## config.mk

```make
export PLATFORM = sky130hd
export DESIGN_NAME = wake_evt_top
export DESIGN_NICKNAME = d
export VERILOG_FILES = /design/src/rtl/wake_pkg.sv /design/src/rtl/wake_link_sync.sv /design/src/rtl/wake_ctrl.sv /design/src/rtl/wake_datapath.sv /design/src/rtl/wake_evt_top.sv
export SDC_FILE = /design/constraint.sdc
export NUM_CORES = 1
export LEC_CHECK = 0
export BUFFER_PORTS_ARGS = -buffer_cell sky130_fd_sc_hd__buf_2
export CAP_MARGIN = 40
export CORE_AREA = 2 2 68 70
export CTS_CLUSTER_DIAMETER = 40
export DETAILED_ROUTE_END_ITERATION = 8
export DIE_AREA = 0 0 70 72
export GPL_ROUTABILITY_DRIVEN = 0
export PLACE_DENSITY = 0.69
export RECOVER_POWER = 25
export SYNTH_ARGS = -nofsm -noshare
export SYNTH_HDL_FRONTEND = slang
export SYNTH_SLANG_ARGS = --single-unit
export TNS_END_PERCENT = 50
```

## constraint.sdc

```tcl
create_clock -name clk -period 2.6 [get_ports clk]
set_input_delay 0.13 -clock clk [delete_from_list [all_inputs] [get_ports clk]]
set_output_delay 0.13 -clock clk [all_outputs]
set_load 0.01 [all_outputs]
```

## src/rtl/wake_pkg.sv

```systemverilog
package wake_pkg;
  localparam int DATA_W  = 32;
  localparam int PAT_N   = 5;
  localparam int CRC_W   = 16;
  localparam int SYNC_N  = 2;

  // control word bit positions
  localparam int C_OFF   = 0;
  localparam int C_ON    = 1;
  localparam int C_FRM   = 2;
  localparam int C_MAG   = 3;
  localparam int C_LNK   = 4;
  localparam int C_PAT   = 5;
  localparam int C_CRC   = C_PAT + PAT_N + 2;

  // status word bit positions
  localparam int S_FRM   = 0;
  localparam int S_MAG   = 1;
  localparam int S_LSC   = 2;
  localparam int S_PME   = 3;

  typedef struct packed {
    logic             crcOnes;
    logic [PAT_N-1:0] patEn;
    logic             linkWakeEn;
    logic             magicEn;
    logic             frameEn;
    logic             onEn;
    logic             offEn;
  } ctrl_t;

  typedef struct packed {
    logic wrCtrl;
    logic wrStat;
    logic linkRise;
    logic linkFall;
  } strobe_t;
endpackage

```

## src/rtl/wake_link_sync.sv

```systemverilog
module wake_link_sync #(
  parameter int STAGES = 2
) (
  input  logic clk,
  input  logic rstN,
  input  logic linkIn,
  output logic rise,
  output logic fall
);
  localparam int FILL = STAGES + 1;
  localparam int CW   = $clog2(FILL + 1);

  logic [STAGES-1:0] syncQ;
  logic              prevQ;
  logic [CW-1:0]     fillCnt;
  logic              primed;

  always_ff @(posedge clk or negedge rstN) begin
    if (!rstN) begin
      syncQ   <= '0;
      prevQ   <= 1'b0;
      fillCnt <= '0;
    end else begin
      syncQ <= {syncQ[STAGES-2:0], linkIn};
      prevQ <= syncQ[STAGES-1];
      if (fillCnt != CW'(FILL)) fillCnt <= fillCnt + 1'b1;
    end
  end

  assign primed = (fillCnt == CW'(FILL));
  assign rise   = primed &  syncQ[STAGES-1] & ~prevQ;
  assign fall   = primed & ~syncQ[STAGES-1] &  prevQ;

  // one direction at a time, never both
  p_edge_exclusive_r12: assert property (@(posedge clk) disable iff (!rstN)
    $onehot0({rise, fall}));
  // nothing reported before the pipeline has filled
  p_quiet_fill_r12: assert property (@(posedge clk) disable iff (!rstN)
    !primed |-> !(rise || fall));
endmodule

```

## src/rtl/wake_ctrl.sv

```systemverilog
module wake_ctrl
  import wake_pkg::*;
(
  input  logic    clk,
  input  logic    anyRstN,
  input  logic    linkUp,
  input  logic    regWrEn,
  input  logic    regAddr,
  output strobe_t strb
);
  logic rise, fall;

  wake_link_sync #(.STAGES(SYNC_N)) sync_i (
    .clk   (clk),
    .rstN  (anyRstN),
    .linkIn(linkUp),
    .rise  (rise),
    .fall  (fall)
  );

  always_comb begin
    strb.wrCtrl   = regWrEn & ~regAddr;
    strb.wrStat   = regWrEn &  regAddr;
    strb.linkRise = rise;
    strb.linkFall = fall;
  end
endmodule

```

## src/rtl/wake_datapath.sv

```systemverilog
module wake_datapath
  import wake_pkg::*;
(
  input  logic              clk,
  input  logic              porRstN,
  input  logic              anyRstN,
  input  strobe_t           strb,
  input  logic [DATA_W-1:0] wrData,
  input  logic              regAddr,
  input  logic              frameHit,
  input  logic              magicHit,
  output logic [DATA_W-1:0] rdData,
  output logic              lscFlag,
  output logic              pmeOut,
  output logic [PAT_N-1:0]  patEnable,
  output logic [CRC_W-1:0]  crcSeed
);
  ctrl_t ctrlQ;
  logic  frameSeen, magicSeen, lscQ, pmeQ;
  logic  clrFrm, clrMag, clrLsc, clrPme;
  logic  linkEvt, pmeSet;

  assign clrFrm  = strb.wrStat & wrData[S_FRM];
  assign clrMag  = strb.wrStat & wrData[S_MAG];
  assign clrLsc  = strb.wrStat & wrData[S_LSC];
  assign clrPme  = strb.wrStat & wrData[S_PME];

  assign linkEvt = (strb.linkRise & ctrlQ.onEn) | (strb.linkFall & ctrlQ.offEn);
  assign pmeSet  = (frameHit & ctrlQ.frameEn) | (magicHit & ctrlQ.magicEn)
                 | (linkEvt & ctrlQ.linkWakeEn);

  // control word and link flag: cleared by either reset
  always_ff @(posedge clk or negedge anyRstN) begin
    if (!anyRstN) begin
      ctrlQ <= '0;
      lscQ  <= 1'b0;
    end else begin
      if (strb.wrCtrl) begin
        ctrlQ.offEn      <= wrData[C_OFF];
        ctrlQ.onEn       <= wrData[C_ON];
        ctrlQ.frameEn    <= wrData[C_FRM];
        ctrlQ.magicEn    <= wrData[C_MAG];
        ctrlQ.linkWakeEn <= wrData[C_LNK];
        ctrlQ.patEn      <= wrData[C_PAT +: PAT_N];
        ctrlQ.crcOnes    <= wrData[C_CRC];
      end
      lscQ <= (lscQ & ~clrLsc) | linkEvt;
    end
  end

  // wake-up status: power-up reset only; set beats clear
  always_ff @(posedge clk or negedge porRstN) begin
    if (!porRstN) begin
      frameSeen <= 1'b0;
      magicSeen <= 1'b0;
      pmeQ      <= 1'b0;
    end else begin
      frameSeen <= (frameSeen & ~clrFrm) | frameHit;
      magicSeen <= (magicSeen & ~clrMag) | magicHit;
      pmeQ      <= (pmeQ & ~clrPme) | pmeSet;
    end
  end

  always_comb begin
    rdData = '0;
    if (!regAddr) begin
      rdData[C_OFF]           = ctrlQ.offEn;
      rdData[C_ON]            = ctrlQ.onEn;
      rdData[C_FRM]           = ctrlQ.frameEn;
      rdData[C_MAG]           = ctrlQ.magicEn;
      rdData[C_LNK]           = ctrlQ.linkWakeEn;
      rdData[C_PAT +: PAT_N]  = ctrlQ.patEn;
      rdData[C_CRC]           = ctrlQ.crcOnes;
    end else begin
      rdData[S_FRM] = frameSeen;
      rdData[S_MAG] = magicSeen;
      rdData[S_LSC] = lscQ;
      rdData[S_PME] = pmeQ;
    end
  end

  assign lscFlag   = lscQ;
  assign pmeOut    = pmeQ;
  assign patEnable = ctrlQ.patEn;
  assign crcSeed   = {CRC_W{ctrlQ.crcOnes}};

  p_rise_sets_lsc_r1: assert property (@(posedge clk) disable iff (!anyRstN)
    (strb.linkRise && ctrlQ.onEn) |=> lscQ);
  p_fall_sets_lsc_r2: assert property (@(posedge clk) disable iff (!anyRstN)
    (strb.linkFall && ctrlQ.offEn) |=> lscQ);
  p_frame_pme_r3: assert property (@(posedge clk) disable iff (!porRstN)
    (frameHit && ctrlQ.frameEn) |=> pmeQ);
  p_magic_pme_r4: assert property (@(posedge clk) disable iff (!porRstN)
    (magicHit && ctrlQ.magicEn) |=> pmeQ);
  p_set_wins_r8: assert property (@(posedge clk) disable iff (!porRstN)
    (frameHit && strb.wrStat && wrData[S_FRM]) |=> frameSeen);
  p_pme_hold_r9: assert property (@(posedge clk) disable iff (!porRstN)
    (pmeQ && !(strb.wrStat && wrData[S_PME])) |=> pmeQ);
endmodule

```

## src/rtl/wake_evt_top.sv

```systemverilog
module wake_evt_top
  import wake_pkg::*;
(
  input  logic              clk,
  input  logic              porRstN,
  input  logic              sysRstN,
  input  logic              linkUp,
  input  logic              frameHit,
  input  logic              magicHit,
  input  logic              regWrEn,
  input  logic              regAddr,
  input  logic [DATA_W-1:0] regWrData,
  output logic [DATA_W-1:0] regRdData,
  output logic              lscFlag,
  output logic              pmeOut,
  output logic [PAT_N-1:0]  patEnable,
  output logic [CRC_W-1:0]  crcSeed
);
  logic    anyRstN;
  strobe_t strb;

  assign anyRstN = porRstN & sysRstN;

  wake_ctrl ctrl_i (
    .clk    (clk),
    .anyRstN(anyRstN),
    .linkUp (linkUp),
    .regWrEn(regWrEn),
    .regAddr(regAddr),
    .strb   (strb)
  );

  wake_datapath dp_i (
    .clk      (clk),
    .porRstN  (porRstN),
    .anyRstN  (anyRstN),
    .strb     (strb),
    .wrData   (regWrData),
    .regAddr  (regAddr),
    .frameHit (frameHit),
    .magicHit (magicHit),
    .rdData   (regRdData),
    .lscFlag  (lscFlag),
    .pmeOut   (pmeOut),
    .patEnable(patEnable),
    .crcSeed  (crcSeed)
  );
endmodule

```

# Yosys cells after proc, flatten, opt, wreduce, memory -nomap -nowiden
# Cells that the tools add are included.
[word_totals]
register_bits = 20
input_bits = 40
output_inout_bits = 55
word_cells = 54
[classes]
addsub = 1
n_eq_ne = 2
mux = 3
bitwise = 34
[ops]
columns = ["op", "count"]
rows = [
  ["1-bit AND", 20],
  ["1-bit inverter", 7],
  ["1-bit OR", 7],
  ["6-bit two-way mux", 1],
  ["4-bit two-way mux", 1],
  ["2-bit by 1-bit adder with 2-bit output (second input constant)", 1],
  ["2-bit == test (second input constant)", 1],
  ["2-bit != test (second input constant)", 1],
  ["1-bit two-way mux", 1],
]

# Depth between registers and ports, before layout
# Gate-level depths: netlist of the first run.
[depth]
depth_word = 8
mapped_depth = 4
ltp_nobuf = 3

# Modules after synthesis
# Synthesis of the first run repeated with hierarchy kept, for this count alone.
[unflattened]
cells_unflattened = 107
hier_area_um2 = 1202.4
[modules_own_cells]
columns = ["module", "n_inst", "cells_per_inst", "area_each_um2", "seq_area_each_um2"]
rows = [
  ["wake_datapath", 1, 92, 983.4, 375.4],
  ["wake_link_sync", 1, 10, 181.4, 125.1],
  ["wake_ctrl", 1, 4, 31.3, 0.0],
  ["wake_evt_top", 1, 1, 6.3, 0.0],
]

# Worst setup path before layout of the first run
# Ideal clock, no wire load.
[synth_path]
path_kind = "register -> register"
startpoint = "register ctrl_i.sync_i.fillCnt[0]"
endpoint = "register ctrl_i.sync_i.fillCnt[1]"
setup_ns = 0.125
t_arrival_ns = 0.893
required_ns = 2.475
slack_ns = 1.583
path_stages_with_launch = 3
path_buffers = 0
period_less_slack_ns = 1.017
cell_sequence = "dfrtp_1 > ha_1 > mux2_2"
[synth_via]
elab_chain_cells = 1
word_cells_on_any_way = 2
classes_between = "add/sub (1); eq/ne (1)"
[synth_lines]
columns = ["element", "line_no", "rtl"]
rows = [
  ["from (decl)", "wake_link_sync.sv:15", "logic [CW-1:0] fillCnt;"],
  ["from (signal assigned)", "wake_link_sync.sv:26", "if (fillCnt != CW'(FILL)) fillCnt <= fillCnt + 1'b1;"],
  ["2-bit by 1-bit adder with 2-bit output / 2-bit != test (equally long branches)", "wake_link_sync.sv:26", ""],
]
# Several ways; a longest one is shown, not always the timed one.
# A chain may end at the register's enable or synchronous reset.

# Worst setup path after layout of the first run
[layout_path]
startpoint = "input port regAddr"
endpoint = "output port regRdData[1]"
[layout_via]
elab_chain_cells = 1
[layout_lines]
columns = ["element", "line_no", "rtl"]
rows = [
  ["from (decl)", "wake_evt_top.sv:11", "input logic regAddr,"],
  ["4-bit two-way mux", "wake_datapath.sv:66", "if (!regAddr) begin"],
  ["to (decl)", "wake_evt_top.sv:13", "output logic [DATA_W-1:0] regRdData,"],
]
# No other way between the ends.

==> impl_results.md, run 1 <==
* Outcome: finished clean
* Sequential Power Share at 41.1%
* Cell Area, Synth at 0.00124 sq mm
* Worst Skew at 0.00441 ns
* Initial Util at 29.0%
* Crit-path leading delay family: buffers and inverters
* Die height at 72 um
* Vias at 742
* RSZ-0062 raised after global routing: false
* CP arrival at 1.35 ns
* FF+latch count, synth at 20
* Share of layout cells above drive strength 1 at 46.0%
* Clock sinks at 20
* Mean routed wirelength per cell at 11.8 um
* Vias in the first global route at 743
* Final hold vios at 0
* Final wirelength at 2250 um
* CP Data Required Time at 2.47 ns
* Reg2Reg Setup Slack at 1.51 ns
* R2r worst-path depth at 3
* Gr usage total at 8.88%
* Tcrit/Tclk final at 57.0%
* First-pass GRT wire length at 3500 um
* Port Buffers at 52
* TritonRoute pass-1 iters at 2
* Switching share of power at 27.6%
* CTS buffer count at 3
* Hold_ws at 0.0428 ns
* Maximum clock path buffer count at 2
* # fillers at 446
* Clock latency on the worst-skew pair at 0.26 ns
* Total Nets Final at 181
* Clock power frac at 34.2%
* CTS tree: done
* Max Clock Freq at 674 MHz
* Largest net degree at the start of global routing at 19
* Synth Area per Inst at 11.7 sq um
* Max VDD drop at 0.000195 V
* Initial antenna violation count at 0
* Hold Buf Count CTS at 2
* Worst r2r dst: dp_i.pmeOut
* Dpl hpwl at 1710 um
* Area occupied by registers at 500 sq um
* Setup Buffers After CTS at 0
* Die width at 70 um
* Headroom to the max-slew limit at 39.4%
* Slew Viols, Final at 0
* Post-synth cell types at 21
* # setup viols final at 0
* Worst Tran Pin Value at 0.909 ns
* Layout area overhead at 10.7%
* Crit path cell chain: clkbuf_1 -> mux2_2 -> buf_2
* Detailed router's first-iteration violation count at 13
* Slowest stage delay, CP at 0.66 ns
* Type of origin of the critical path: primary input
* Hold/Removal Path Class: in -> async
* Routed Antenna Nets at 0
* Sw Pwr at 253 uW
* Vias per cell at 3.88
* WP buf/inv at 2
* Sequential cell area fraction in the yosys report at 40.4%
* Static Leak at 0.694 nW
* Io pins at 95
* CP Class: in -> out
* CP max FO at 16
* Yosys Warn Count at 0
* Core Box Area at 0.00426 sq mm
* Cells after Synth at 106
* Num rows at 24
* N_diodes at 0
* Reg-to-reg startpoint: ctrl_i.sync_i.syncQ[1]
* Max-Cap Viols at 0
* Min Tclk post-route at 1.48 ns
* Setup total negative slack at 0 ns
* Pwr per Cell Area at 668 mW/mm^2
* Int Power at 663 uW
* Gate power share at 24.7%
* Area occupied by multi-input gates at 462 sq um
* Clock-pin slew on the worst setup and hold paths at 0.08 ns
* CTS H-tree lvls at 1
* # DRC at 0
* Die Area at 0.00504 sq mm
* Slowest CP cell: clkbuf_1
* CP endpoint kind: output port
* Congestion Overflow GR at 0
* CTS Root Cell: clkbuf_8
* Post-CTS Resized at 0
-- per-layer routing --
metal | GRT usage [%] | routed length [um] | vias up | part of all wire, %
li1 | - | - | 352 | -
met1 | 10.8 | 979 | 354 | 44
met2 | 14.5 | 1140 | 34 | 51
met3 | 1.25 | 102 | 2 | 4.5
met4 | 6.41 | 27 | 0 | 1.2
met5 | 0 | 0 | - | 0
-- layout make-up --
| cell class | instances | share of cell area (%) |
|---|---|---|
| Timing Repair Buffer | 54 | 19.6 |
| Clock buffer | 3 | 3.01 |
| Tap cell | 52 | 4.74 |
| Clock inverter | 1 | 2.19 |
| Sequential cell | 20 | 36.5 |
| Multi-Input combinational cell | 60 | 33.7 |
| Inverter | 1 | 0.274 |
-- layout by cell type (no fill, tap or decap) --
cell type,Yosys,routed
a21o_1,2,2
a22o_1,2,2
a311o_1,1,1
a31oi_1,1,1
and2_1,1,1
buf_2,0,43
bufinv_16,0,1
clkbuf_1,0,9
clkbuf_8,0,3
conb_1,1,21
dfrtp_1,20,20
dlygate4sd3_1,0,2
ha_1,1,1
inv_1,1,1
mux2_2,6,6
mux2_4,10,10
nand2_1,1,1
nand3_1,3,3
nand3b_1,1,1
nor2b_1,7,7
nor2b_4,1,1
o21ai_0,1,1
xnor2_1,1,1
-- cells in the mapped netlist --
library cell  number  area share [%]
a21o_1             2             1.2
a22o_1             2             1.4
a311o_1            1            0.81
a31oi_1            1            0.51
and2_1             1            0.51
buf_12             1             1.6
buf_4             43              26
clkbuf_2           1            0.40
conb_1             1            0.30
dfrtp_1           20              40
ha_1               1             1.0
inv_1              1            0.30
mux2_2             6             5.5
mux2_4            10              12
nand2_1            1            0.30
nand3_1            3             1.2
nand3b_1           1            0.61
nor2b_1            7             3.5
nor2b_4            1             1.1
o21ai_0            1            0.40
xnor2_1            1            0.71
-- worst max path at each step --
stage | start | to | cells after the start
global route | regAddr | regRdData[0] | 3
floorplan | ctrl_i.sync_i.fillCnt[0] | ctrl_i.sync_i.fillCnt[1] | 2
detailed placement | regAddr | dp_i.ctrlQ[0] | 3
CTS | dp_i.crcSeed[0] | regRdData[12] | 2
finish | regAddr | regRdData[1] | 3
global placement | regAddr | dp_i.ctrlQ[0] | 3
-- state kept, by name (all words and copies together) (netlist names) --
| name | flops |
|---|---|
| ctrl_i.sync_i.syncQ | 2 |
| dp_i.patEnable | 5 |
| dp_i.magicSeen | 1 |
| dp_i.lscFlag | 1 |
| dp_i.pmeOut | 1 |
| dp_i.frameSeen | 1 |
| ctrl_i.sync_i.fillCnt | 2 |
| dp_i.ctrlQ | 5 |
| dp_i.crcSeed | 1 |
| ctrl_i.sync_i.prevQ | 1 |
-- per-stage QoR --
stage / setup WS, ns / utilization, % / power [mW] / cells / cell area [sq um]
floorplan: 1.58 / - / 0.607 / 126 / 1310
global placement: 1.24 / 30.3 / 0.609 / 185 / 1290
detailed placement: 1.24 / 30.3 / 0.615 / 185 / 1290
CTS: 1.30 / 32.4 / 0.935 / 191 / 1380
global route: 0.980 / 32.2 / 0.969 / 191 / 1370
finish: 1.12 / 32.2 / 0.916 / 191 / 1370
-- power groups by stage --
stage | Clock (mW) | Combinational, mW | Sequential (mW)
after floorplan | 0 | 0.229 | 0.378
after global placement | 0 | 0.229 | 0.381
after detailed placement | 0 | 0.232 | 0.383
after CTS | 0.323 | 0.235 | 0.377
after global routing | 0.338 | 0.246 | 0.384
final | 0.313 | 0.226 | 0.376
-- worst reg2reg max path, cell delays in order (launching register included) --
cell and delay [ns]:
dfrtp_1 0.37, nand3b_1 0.11, o21ai_0 0.12, a311o_1 0.38
-- logic make-up after synthesis --
family / share of synthesized area, %
compound gates: 4.34
flops: 40.4
buf+inv: 28.4
mux: 17.6
xor+xnor: 0.707
other cells: 0.303
simple gates: 7.27
fa+ha+maj: 1.01
(Power assumes the default switching activity.)
==> run 2, diff against run 1 <==
- clock period: 2.6 -> 1.4 ns (I/O delays scaled with it)
==> impl_results.md, run 2 (synthesis gave the netlist of run 1 again) <==
* Most common cell after layout, fill and taps aside: buf_2
* Crit path cell chain: nor2b_1 -> buf_2
* TritonRoute pass-1 iters at 3
* Clock-pin slew on the worst setup and hold paths at 0.08 ns
* Dpl hpwl at 1720 um
* R2r worst-path depth at 2
* CP endpoint kind: output port
* Max Clock Freq at 836 MHz
* Num rows at 24
* Mean routed wirelength per cell at 11.3 um
* Max VDD drop at 0.000425 V
* Worst Skew at 0.00662 ns
* CTS H-tree lvls at 1
* Slowest CP cell: dfrtp_1
* Clock power frac at 33.6%
* Die height at 72 um
* Sw Pwr at 462 uW
* Die Area at 0.00504 sq mm
* Initial antenna violation count at 0
* Detailed router's first-iteration violation count at 18
* Final hold vios at 0
* CTS buffer count at 3
* # DRC at 0
* N_diodes at 0
* CTS Root Cell: clkbuf_8
* Vias per cell at 3.90
* Outcome: finished clean
* Switching share of power at 27.1%
* Congestion Overflow GR at 0
* Type of origin of the critical path: register
* CP Class: reg -> out
* Most frequent cells in the layout: buf_2 (51), conb_1 (21), dfrtp_1 (20)
* Setup total negative slack at 0 ns
* Layout area overhead at 13.9%
* Final wirelength at 2210 um
* Io pins at 95
* CTS tree: done
* Reg2Reg Setup Slack at 0.31 ns
* Sequential Power Share at 41.0%
* Hold path cells at 2
* Share of layout cells above drive strength 1 at 52.4%
* Core Box Area at 0.00426 sq mm
* Max-Cap Viols at 0
* Largest net degree at the start of global routing at 19
* Gate power share at 25.4%
* Worst r2r dst: ctrl_i.sync_i.fillCnt[1]
* Total Nets Final at 185
* Critical path origin: dp_i.crcSeed[0]
* Die width at 70 um
* Pwr per Cell Area at 1210 mW/mm^2
* Slew Viols, Final at 0
* Reg-to-reg startpoint: ctrl_i.sync_i.fillCnt[0]
* Hold/Removal Path Class: in -> reg
* Hold path start: frameHit
* # setup viols final at 0
* Slowest stage delay, CP at 0.57 ns
* Setup Buffers After CTS at 0
* Total Power at 1.71 mW
* Clock sinks at 20
* Vias at 760
* First-pass GRT wire length at 3290 um
* Static Leak at 0.733 nW
* RSZ-0062 raised after global routing: false
* Port Buffers at 52
* Vias in the first global route at 681
* Routed Antenna Nets at 0
* Clock latency on the worst-skew pair at 0.26 ns
* Gr usage total at 8.43%
* CP Data Required Time at 1.33 ns
* CP max FO at 18
* Tcrit/Tclk final at 85.4%
* Int Power at 1.25 mW
* CP arrival at 1.13 ns
* Hold_ws at 0.00594 ns
* Initial Util at 29.0%
* WHS Endpoint: dp_i.frameSeen
* Maximum clock path buffer count at 2
* Min Tclk post-route at 1.20 ns
==> run 2: timing repair <==
item                                   4_1_cts  5_1_grt
resized for setup                            0        0
endpoints found under the hold margin       21        0
hold buffers                                 3        0
==> run 2: metrics by stage <==
step           cells  setup WS [ns]  utilization (%)  cell area, sq um
5_1_grt          195          0.111             33.1              1410
4_1_cts          195          0.166             33.2              1420
3_3_place_gp     188          0.314             30.8              1310
6_report         195          0.204             33.1              1410
2_1_floorplan    126          0.383                -              1310
3_5_place_dp     188          0.297             30.8              1310
==> run 2: routing by layer <==
metal  vias to the layer above  part of all wire, %  GRT usage (%)
li1                        359                    -              -
met1                       365                   41           10.3
met2                        34                   52           14.6
met3                         2                  5.0           1.11
met4                         0                  1.5           4.49
met5                         -                    0              0
==> run 2: worst max-delay path by stage <==
stage,to,slack (ns),cells after the start
2_1_floorplan,ctrl_i.sync_i.fillCnt[1],0.38,2
4_1_cts,regRdData[12],0.17,2
3_5_place_dp,dp_i.patEnable[1],0.30,4
3_3_place_gp,dp_i.patEnable[1],0.31,4
6_report,regRdData[12],0.20,2
5_1_grt,regRdData[12],0.11,2
==> run 2: cell type report <==
class                           count  area [sq um]
Timing Repair Buffer               58           309
Inverter                            1          3.75
Clock buffer                        3          41.3
Fill cell                         434          2850
Sequential cell                    20           500
Clock inverter                      1          30.0
Multi-Input combinational cell     60           462
Tap cell                           52          65.1
==> run 2: power groups by stage <==
| stage | Clock (mW) | Sequential [mW] | Combinational [mW] |
|---|---|---|---|
| final | 0.574 | 0.700 | 0.435 |
| after detailed placement | 0 | 0.712 | 0.438 |
| after global routing | 0.618 | 0.712 | 0.474 |
| after CTS | 0.593 | 0.702 | 0.444 |
| after floorplan | 0 | 0.702 | 0.426 |
| after global placement | 0 | 0.707 | 0.430 |
==> run 2: critical path, delay by kind of cell (launching register included) <==
family	cells	cell delay, ns
AND/OR/NAND/NOR	1	0.17
flip-flops	1	0.57
buffers and inverters	1	0.13
